--- config.mk ---
export PLATFORM = sky130hd
export DESIGN_NAME = trc_capture
export DESIGN_NICKNAME = d
export VERILOG_FILES = /design/src/rtl/trc_pkg.sv /design/src/rtl/trc_pin_select.sv /design/src/rtl/trc_seq.sv /design/src/rtl/trc_stream_reg.sv /design/src/rtl/trc_capture.sv
export SDC_FILE = /design/constraint.sdc
export NUM_CORES = 1
export LEC_CHECK = 0
export BUFFER_PORTS_ARGS = -buffer_cell sky130_fd_sc_hd__buf_2
export CAP_MARGIN = 20
export CELL_PAD_IN_SITES_DETAIL_PLACEMENT = 1
export CELL_PAD_IN_SITES_GLOBAL_PLACEMENT = 1
export CORE_AREA = 3 3 120 122
export CTS_CLUSTER_DIAMETER = 150
export DETAILED_ROUTE_END_ITERATION = 12
export DIE_AREA = 0 0 123 125
export PLACE_DENSITY_LB_ADDON = 0.08
export SYNTH_ARGS = -nofsm -noshare
export SYNTH_HDL_FRONTEND = slang
export SYNTH_HIERARCHICAL = 1
export SYNTH_SLANG_ARGS = --single-unit
--- constraint.sdc ---
create_clock -name clk -period 2 [get_ports clk]
set_input_delay 0.1 -clock clk [delete_from_list [all_inputs] [get_ports clk]]
set_output_delay 0.1 -clock clk [all_outputs]
set_load 0.01 [all_outputs]
--- src/rtl/trc_pkg.sv ---
package trc_pkg;
  typedef enum logic {
    ST_IDLE = 1'b0,
    ST_RUN  = 1'b1
  } trc_state_e;
endpackage

--- src/rtl/trc_pin_select.sv ---
module trc_pin_select #(
  parameter int NUM_PINS = 20,
  parameter int NUM_SRC  = 3
) (
  input  logic [NUM_PINS-1:0]         pin_in,
  input  logic [NUM_PINS-1:0]         pin_out,
  input  logic [NUM_PINS-1:0]         pin_hiz,
  input  logic [NUM_SRC*NUM_PINS-1:0] src_mask,
  input  logic [NUM_SRC-1:0]          trace_en,
  output logic [NUM_PINS-1:0]         word
);
  for (genvar p = 0; p < NUM_PINS; p++) begin : g_pin
    logic [NUM_SRC-1:0] owner_on;
    for (genvar s = 0; s < NUM_SRC; s++) begin : g_src
      assign owner_on[s] = src_mask[s*NUM_PINS + p] & trace_en[s];
    end
    // direction picks received or driven value
    assign word[p] = (|owner_on) ? (pin_hiz[p] ? pin_in[p] : pin_out[p]) : 1'b0;
  end
endmodule

--- src/rtl/trc_seq.sv ---
module trc_seq
  import trc_pkg::*;
#(
  parameter int CNT_W = 32
) (
  input  logic             clk,
  input  logic             rst_n,
  input  logic             start,
  input  logic             stop,
  input  logic [CNT_W-1:0] cfg_count,
  input  logic             cfg_cont,
  input  logic             step_mode,
  input  logic             step,
  input  logic             tick,
  output logic             take,
  output logic             take_last,
  output logic             start_ok,
  output logic             busy,
  output logic             done
);
  localparam logic [CNT_W-1:0] ONE = CNT_W'(1);

  trc_state_e       state;
  logic [CNT_W-1:0] rem;
  logic             cont_q;
  logic             stop_pend;
  logic             done_q;
  logic             evt;
  logic             eff_stop;

  assign busy      = (state == ST_RUN);
  assign evt       = busy && (step_mode ? step : tick);
  assign eff_stop  = stop || stop_pend;
  assign take      = evt && !eff_stop;
  assign take_last = take && !cont_q && (rem == ONE);
  assign start_ok  = (state == ST_IDLE) && start;
  assign done      = done_q;

  always_ff @(posedge clk) begin
    if (!rst_n) begin
      state     <= ST_IDLE;
      rem       <= '0;
      cont_q    <= 1'b0;
      stop_pend <= 1'b0;
      done_q    <= 1'b0;
    end else begin
      done_q <= 1'b0;
      case (state)
        ST_IDLE: begin
          if (start) begin
            stop_pend <= 1'b0;
            cont_q    <= cfg_cont;
            rem       <= cfg_count;
            if (!cfg_cont && (cfg_count == '0)) done_q <= 1'b1;
            else                                state  <= ST_RUN;
          end
        end
        ST_RUN: begin
          if (evt) begin
            if (eff_stop) begin
              state     <= ST_IDLE;
              stop_pend <= 1'b0;
              done_q    <= 1'b1;
            end else if (!cont_q) begin
              rem <= rem - ONE;
              if (rem == ONE) begin
                state  <= ST_IDLE;
                done_q <= 1'b1;
              end
            end
          end else if (stop) begin
            stop_pend <= 1'b1;
          end
        end
        default: state <= ST_IDLE;
      endcase
    end
  end

  AST_ZERO_COUNT_DONE: assert property (@(posedge clk) disable iff (!rst_n)
    (start_ok && !cfg_cont && (cfg_count == '0)) |=> (done && !busy));
  AST_DONE_IDLE: assert property (@(posedge clk) disable iff (!rst_n)
    done |-> !busy);
  AST_STEP_GATES_TICK: assert property (@(posedge clk) disable iff (!rst_n)
    (busy && step_mode && !step) |=> $stable(rem));
  AST_LAST_ENDS_RUN: assert property (@(posedge clk) disable iff (!rst_n)
    take_last |=> (!busy && done));
endmodule

--- src/rtl/trc_stream_reg.sv ---
module trc_stream_reg #(
  parameter int NUM_PINS = 20
) (
  input  logic                clk,
  input  logic                rst_n,
  input  logic                take,
  input  logic                take_last,
  input  logic [NUM_PINS-1:0] word,
  input  logic                clr_ovf,
  input  logic                tready,
  output logic                tvalid,
  output logic [NUM_PINS-1:0] tdata,
  output logic                tlast,
  output logic                overflow
);
  logic stalled;
  assign stalled = tvalid && !tready;

  always_ff @(posedge clk) begin
    if (!rst_n) begin
      tvalid   <= 1'b0;
      tdata    <= '0;
      tlast    <= 1'b0;
      overflow <= 1'b0;
    end else begin
      if (clr_ovf) overflow <= 1'b0;
      if (take) begin
        if (stalled) begin
          overflow <= 1'b1;
        end else begin
          tdata  <= word;
          tlast  <= take_last;
          tvalid <= 1'b1;
        end
      end else if (tvalid && tready) begin
        tvalid <= 1'b0;
      end
    end
  end

  AST_HOLD_STABLE: assert property (@(posedge clk) disable iff (!rst_n)
    stalled |=> (tvalid && $stable(tdata) && $stable(tlast)));
  AST_OVF_STICKY: assert property (@(posedge clk) disable iff (!rst_n)
    (overflow && !clr_ovf) |=> overflow);
  AST_ACCEPT_AND_LOAD: assert property (@(posedge clk) disable iff (!rst_n)
    (take && tvalid && tready && !overflow) |=> (tvalid && !overflow));
endmodule

--- src/rtl/trc_capture.sv ---
module trc_capture #(
  parameter int NUM_PINS = 20,
  parameter int NUM_SRC  = 3,
  parameter int CNT_W    = 32
) (
  input  logic                        clk,
  input  logic                        rst_n,
  input  logic                        sample_tick,
  input  logic [NUM_PINS-1:0]         pin_in,
  input  logic [NUM_PINS-1:0]         pin_out,
  input  logic [NUM_PINS-1:0]         pin_hiz,
  input  logic [NUM_SRC*NUM_PINS-1:0] src_mask,
  input  logic                        trace_wr,
  input  logic [NUM_SRC-1:0]          trace_wdata,
  input  logic                        start,
  input  logic                        stop,
  input  logic [CNT_W-1:0]            cfg_count,
  input  logic                        cfg_cont,
  input  logic                        step_mode,
  input  logic                        step,
  output logic                        busy,
  output logic                        done,
  output logic                        overflow,
  output logic                        m_tvalid,
  input  logic                        m_tready,
  output logic [NUM_PINS-1:0]         m_tdata,
  output logic                        m_tlast
);
  logic [NUM_SRC-1:0]  trace_en;
  logic [NUM_PINS-1:0] sel_word;
  logic                take;
  logic                take_last;
  logic                start_ok;

  // tracing on for every source out of reset
  always_ff @(posedge clk) begin
    if (!rst_n)        trace_en <= '1;
    else if (trace_wr) trace_en <= trace_wdata;
  end

  trc_pin_select #(.NUM_PINS(NUM_PINS), .NUM_SRC(NUM_SRC)) u_sel (
    .pin_in   (pin_in),
    .pin_out  (pin_out),
    .pin_hiz  (pin_hiz),
    .src_mask (src_mask),
    .trace_en (trace_en),
    .word     (sel_word)
  );

  trc_seq #(.CNT_W(CNT_W)) u_seq (
    .clk       (clk),
    .rst_n     (rst_n),
    .start     (start),
    .stop      (stop),
    .cfg_count (cfg_count),
    .cfg_cont  (cfg_cont),
    .step_mode (step_mode),
    .step      (step),
    .tick      (sample_tick),
    .take      (take),
    .take_last (take_last),
    .start_ok  (start_ok),
    .busy      (busy),
    .done      (done)
  );

  trc_stream_reg #(.NUM_PINS(NUM_PINS)) u_out (
    .clk       (clk),
    .rst_n     (rst_n),
    .take      (take),
    .take_last (take_last),
    .word      (sel_word),
    .clr_ovf   (start_ok),
    .tready    (m_tready),
    .tvalid    (m_tvalid),
    .tdata     (m_tdata),
    .tlast     (m_tlast),
    .overflow  (overflow)
  );

  AST_START_WHILE_BUSY: assert property (@(posedge clk) disable iff (!rst_n)
    (busy && start && !done) |-> !start_ok);
endmodule

==> impl_metrics.tcl, run 1 <==
set metrics [dict create \
    cp_slowest_stage_delay_ns 0.56 \
    grt_pass1_vias 4870 \
    synth_cell_types 67 \
    synth_area_um2 4020 \
    gp_congestion 0.843 \
    yosysWarnings 6 \
    nNetsFinal 907 \
    synth_edf_count 0 \
    rr_worst_depth 5 \
    synth_seq_area_share 0.309 \
    p_leak_nw 2.71 \
    tns_ns -0.847 \
    whs_path_depth 3 \
    finalHoldViolations 0 \
    holdCritPathClass "in -> reg" \
    path_depth 5 \
    synth-seq-cells 62 \
    final_core_util 0.459 \
    h-tree-depth 3 \
    p_sw_w 0.00152 \
    core_region_area_um2 13300 \
    cts.sinks 62 \
    worst_pin_slew_ns 0.839 \
    cts_tree "yes" \
    cell_internal_pwr_w 0.00326 \
    synthCells 500 \
    grt_overflow_total 0 \
    fmax_mhz 432 \
    routed-via-count 4964 \
    crit_required_ns 2.22 \
    die_area_um2 15400 \
    synth_nets 667 \
    wl_um 17600 \
    numCtsBuffers 9 \
    cp_cell_sequence "or4_4 > or3_4 > or4b_4 > mux2i_1 > o31a_1" \
    regArea_um2 1250 \
    cts_buffer_depth 2 \
    wl_per_cell_um 19.1 \
    r2r_end "u_seq/rem[29]" \
    r2r-start "u_seq/rem[20]" \
    start_util 0.302 \
    violations "setup timing" \
    first_pass_iters 8 \
    num_rows 42 \
    rsz0062_at_grt "yes" \
    drc 0 \
    dp_cells 895 \
    grt_use_total 0.214 \
    slowest_stage "or4b_4" \
    path_max_fanout 4 \
    fin_worst_skew_ns 0.00647 \
    powerDensity_nw_per_um2 782 \
    drive_gt1_frac 0.432 \
    drtAntennaViolNets 0 \
    outcome "complete, but fails checks" \
    drt_iter0_drc 359 \
    area_growth_syn_to_layout_pct 51.8 \
    path_delay_family "simple AND/OR/NAND/NOR gates" \
    port_buffers 189 \
    grt_max_degree 52 \
    slew_headroom 0.440 \
    ys_async_sr_fraction 0 \
    sw_frac_of_total 0.318 \
    grt_pass1_wl_um 26100 \
    setup.worst_path.start_class "flop" \
    nFillCells 1679 \
    multi_input_area_um2 2740 \
    ir_worst_vdd_uv 439 \
    clockPowerShare 0.354 \
    post-place-ws_ns -0.314 \
    holdPathEnd "u_seq/cont_q" \
    fin_ws_ns -0.316 \
    worstPathArrival_ns 2.54 \
    drv_cap 0 \
    viasPerCell 5.38 \
    clk_pin_slew_ns 0.06 \
    clkLatencyLatePin_ns 0.33 \
    io_pins 190 \
    cp-end-kind "flop" \
    die_x_um 123 \
    ys.flop_type "dfxtp_1" \
    dp_hpwl_um 13500 \
    die_y_um 125 \
    seqPwrFrac 0.306 \
    critPathBufInv 0 \
    period_share 1.16 \
    final-setup-viol-count 4 \
    combPwrFrac 0.340 \
    fin_cells 923 \
    maxSlewViolCount 0 \
    crit_type "reg -> reg" \
    period_needed_ns 2.32 \
    antenna_found_initial 4 \
    rrSetupSlack_ns -0.32 \
    syn_avg_cell_area_um2 8.04 \
    root_buffer "clkbuf_16" \
    hp-start "cfg_cont" \
]
per-stage QoR:
step / power, W / cell area [µm²] / hold WS [ns]
finish: 0.00477 / 6100 / 0.0446
global route: 0.00502 / 6100 / 0.0525
CTS: 0.00465 / 5890 / 0.0362
detailed placement: 0.00289 / 5490 / 0.327
global placement: 0.00285 / 5490 / 0.328
floorplan: 0.00217 / 4030 / 0.162
sequential cells by signal, summed over array words and instances, names as in the netlist:
register,cells
trace_en,3
u_out/overflow,1
u_out/tdata,20
u_out/tlast,1
u_out/tvalid,1
u_seq/busy,1
u_seq/cont_q,1
u_seq/done,1
u_seq/rem,32
u_seq/stop_pend,1
area by class of cell:
type,count,share of cell area
multi-input combinational,400,0.450
timing repair buffer,262,0.253
sequential,62,0.205
clock buffer,12,0.0404
tap,176,0.0361
clock inverter,4,0.0115
inverter,5,0.00308
antenna,2,0.000820
worst max-delay path by stage:
stage	start	end	slack, ns
floorplan	u_seq/rem[20]	u_seq/rem[29]	-0.22
global placement	u_seq/rem[20]	u_seq/rem[29]	-0.28
detailed placement	u_seq/rem[20]	u_seq/rem[29]	-0.31
CTS	u_seq/rem[20]	u_seq/rem[29]	-0.31
global route	u_seq/rem[20]	u_seq/rem[29]	-0.36
finish	u_seq/rem[20]	u_seq/rem[29]	-0.32
Yosys cell counts (6+ instances only):
cell / instances / area (µm²)
clkbuf_1: 14 / 52.6
o22ai_1: 6 / 37.5
a222oi_1: 20 / 200
dfxtp_1: 62 / 1240
or3_1: 9 / 56.3
a21oi_1: 30 / 150
nor4_1: 16 / 100
buf_2: 9 / 45.0
nor2_1: 44 / 165
nand3_1: 8 / 40.0
mux2i_1: 48 / 480
o21ai_0: 12 / 60.1
nand4_1: 10 / 62.6
nor3_1: 17 / 85.1
nand2_1: 86 / 323
a31oi_1: 8 / 50.1
worst register-to-register path: stages (launching register included):
cell	delay, ns
dfxtp_2	0.32
or4_4	0.54
or3_4	0.35
or4b_4	0.56
mux2i_1	0.15
o31a_1	0.29
power by group through the flow:
stage	Clock [W]	Sequential, W	Combinational (W)
5_1_grt	0.00178	0.00148	0.00177
3_3_place_gp	0	0.00146	0.00139
6_report	0.00169	0.00146	0.00162
4_1_cts	0.00172	0.00144	0.00148
3_5_place_dp	0	0.00146	0.00143
2_1_floorplan	0	0.00144	0.000730
logic make-up (layout without fill, tap and decap cells):
| kind of cell | count (synthesis) | count (layout) | share of synthesized area |
|---|---|---|---|
| adder cells (fa/ha/maj) | 2 | 2 | 0.00622 |
| AO/OA/AOI/OAI | 119 | 119 | 0.212 |
| other | 0 | 2 | 0 |
| flip-flops | 62 | 62 | 0.309 |
| buffers and inverters | 38 | 283 | 0.0585 |
| AND/OR/NAND/NOR | 227 | 227 | 0.284 |
| multiplexers | 52 | 52 | 0.131 |
cell usage in the layout (no fill, tap or decap), drive strengths merged, types with 3 or more instances in the layout:
cell type	synthesis	routed
a211oi	4	4
a21oi	30	30
a222oi	20	20
a22oi	4	4
a31oi	8	8
buf	16	259
clkbuf	17	12
dfxtp	62	62
dlygate4sd3	0	3
inv	5	5
mux2	4	4
mux2i	48	48
nand2	86	86
nand2b	5	5
nand3	8	8
nand4	10	10
nor2	44	44
nor2b	5	5
nor3	18	18
nor4	17	17
nor4b	5	5
o21a	5	5
o21ai	13	13
o22ai	6	6
o31a	4	4
o31ai	3	3
or2	3	3
or3	10	10
repair_timing:
| action | CTS | global route |
|---|---|---|
| hold endpoints to repair | 3 | 0 |
| endpoints found under the setup margin | 9 | 20 |
| buffers inserted | 1 | 7 |
| resized for setup | 11 | 30 |
| hold buffers | 3 | 0 |
| pin swaps | 4 | 10 |
metal layers:
metal	GRT usage	up-vias	share of wire
met2	0.367	171	0.50
met3	0.0438	27	0.074
met5	0	-	0.0014
li1	-	2377	-
met4	0.0743	4	0.019
met1	0.265	2385	0.41
No activity file was read; power rests on OpenSTA's default activity.
==> run 2, diff against run 1 <==
Settings changed: BUFFER_PORTS_ARGS -buffer_cell sky130_fd_sc_hd__buf_2 to -buffer_cell sky130_fd_sc_hd__buf_4, PLACE_DENSITY from default to 0.8, PLACE_DENSITY_LB_ADDON 0.08 to default.
==> run 2 against run 1 <==
Net effect: the flow still finishes with violations (setup timing); non-clock buffer count down 2; final area is 6.1% higher; core utilization rose by 2.8 points; count of clock-buffer cells in the layout is 1 higher; combinational power increased by 4%; register-to-register slack improved by 0.04 ns; global-route usage up 1.3 points; first-iteration DRC count fell by 14%; sequential share of layout area down 1.3 points; clock power fell by 5%; critical path type unchanged.
==> impl_metrics.tcl, run 2 (same netlist as run 1, synthesis figures left out) <==
set metrics [dict create \
    whs_path_depth 3 \
    final_cell_area_um2 6470 \
    p_leak_nw 2.80 \
    wl_um 18800 \
    rr_worst_depth 5 \
    wl_per_cell_um 20.4 \
    grt_overflow_total 0 \
    core_region_area_um2 13300 \
    start_util 0.302 \
    nFillCells 1606 \
    path_max_fanout 4 \
    placed_area_um2 5890 \
    io_pins 190 \
    cp-end-kind "flop" \
    gp_congestion 0.880 \
    worstPathArrival_ns 2.50 \
    tns_ns -0.713 \
    ir_worst_vdd_uv 343 \
    cts_tree "yes" \
    grt_pass1_wl_um 27600 \
    final_core_util 0.487 \
    fin_ws_ns -0.273 \
    holdCritPathClass "in -> reg" \
    period_needed_ns 2.27 \
    dp_cells 888 \
    maxSlewViolCount 0 \
    powerDensity_nw_per_um2 737 \
    viasPerCell 5.54 \
    final-setup-viol-count 3 \
    port_buffers 189 \
    setup.worst_path.start_class "flop" \
    outcome "complete, but fails checks" \
    die_area_um2 15400 \
    grt_pass1_vias 5090 \
    crit_required_ns 2.22 \
    die_y_um 125 \
    root_buffer "clkbuf_16" \
    final_common_cell "buf_4" \
    num_rows 42 \
    slew_headroom 0.405 \
    dp_hpwl_um 14100 \
    drt_iter0_drc 307 \
    rsz0062_at_grt "yes" \
    fmax_mhz 440 \
    nNetsFinal 905 \
    fin_cells 919 \
    clkLatencyLatePin_ns 0.33 \
    period_share 1.14 \
    antenna_found_initial 1 \
    largest_register "u_seq/rem" \
    diodes 0 \
    drive_gt1_frac 0.421 \
    die_x_um 123 \
    drv_cap 0 \
    holdWs_ns 0.0415 \
    clk_pin_slew_ns 0.06 \
    rrSetupSlack_ns -0.27 \
    h-tree-depth 3 \
    first_pass_iters 5 \
    grt_use_total 0.227 \
    drtAntennaViolNets 0 \
    drc 0 \
    worst_pin_slew_ns 0.892 \
    largest_reg_flops 32 \
    finalHoldViolations 0 \
    fin_worst_skew_ns 0.0118 \
    final_cell_mix "buf_4 (255), nand2_1 (86), dfxtp_1 (58), mux2i_1 (47), nor2_1 (43)" \
    cts.sinks 62 \
    crit_type "reg -> reg" \
    area_growth_syn_to_layout_pct 61.0 \
    routed-via-count 5089 \
    cts_buffer_depth 2 \
    violations "setup timing" \
    grt_max_degree 64 \
    reg_top3 "u_seq/rem: 32 flops, u_out/tdata: 20 flops, trace_en: 3 flops" \
    numCtsBuffers 9 \
]
## run 2: per-stage QoR
step,total power [W],setup slack (ns)
global placement,0.00289,-0.254
global route,0.00500,-0.325
CTS,0.00463,-0.263
detailed placement,0.00295,-0.271
finish,0.00477,-0.273
floorplan,0.00217,-0.225
## run 2: layout make-up
type	count	area [µm²]	area share
Tap cell	176	220	0.0340
Inverter	5	18.8	0.00290
Clock buffer	13	260	0.0402
Multi-Input combinational cell	400	2700	0.417
Sequential cell	62	1250	0.193
Clock inverter	3	42.5	0.00657
Timing Repair Buffer	260	1980	0.307
## run 2: final timing paths
| kind | startpoint | endpoint |
|---|---|---|
| worst max-delay path | u_seq/rem[20] | u_seq/rem[29] |
| worst min-delay path | trace_wr | trace_en[2] |
| worst max register to register | u_seq/rem[20] | u_seq/rem[29] |
| worst min register to register | u_out/tdata[0] | u_out/tdata[0] |
## run 2: power by group
group / switching, W / internal [W] / leakage [nW]
combinational: 0.000822 / 0.000871 / 2.15
clock: 0.000570 / 0.00103 / 0.146
sequential: 0.000145 / 0.00133 / 0.508
total: 0.00154 / 0.00323 / 2.80
## run 2: what timing repair did
action	in CTS	in global routing
hold buffers	3	0
setup buffers	3	9
endpoints found under the setup margin	13	20
endpoints found under the hold margin	3	0
pin swaps	2	10
gates resized for setup	10	20
## run 2: worst max-delay path, stage by stage, from the launching register on
cell and delay, ns:
dfxtp_2 0.31, or4_4 0.53, or3_4 0.35, or4b_4 0.55, mux2i_1 0.14, o31a_1 0.29
## run 2: per-layer routing
layer  vias up  global-route usage  wire length, µm
li1       2368                   -                -
met1      2451               0.268             7290
met2       235               0.395             9230
met3        33              0.0619             1700
met4         2              0.0749              539
met5         -                   0               17
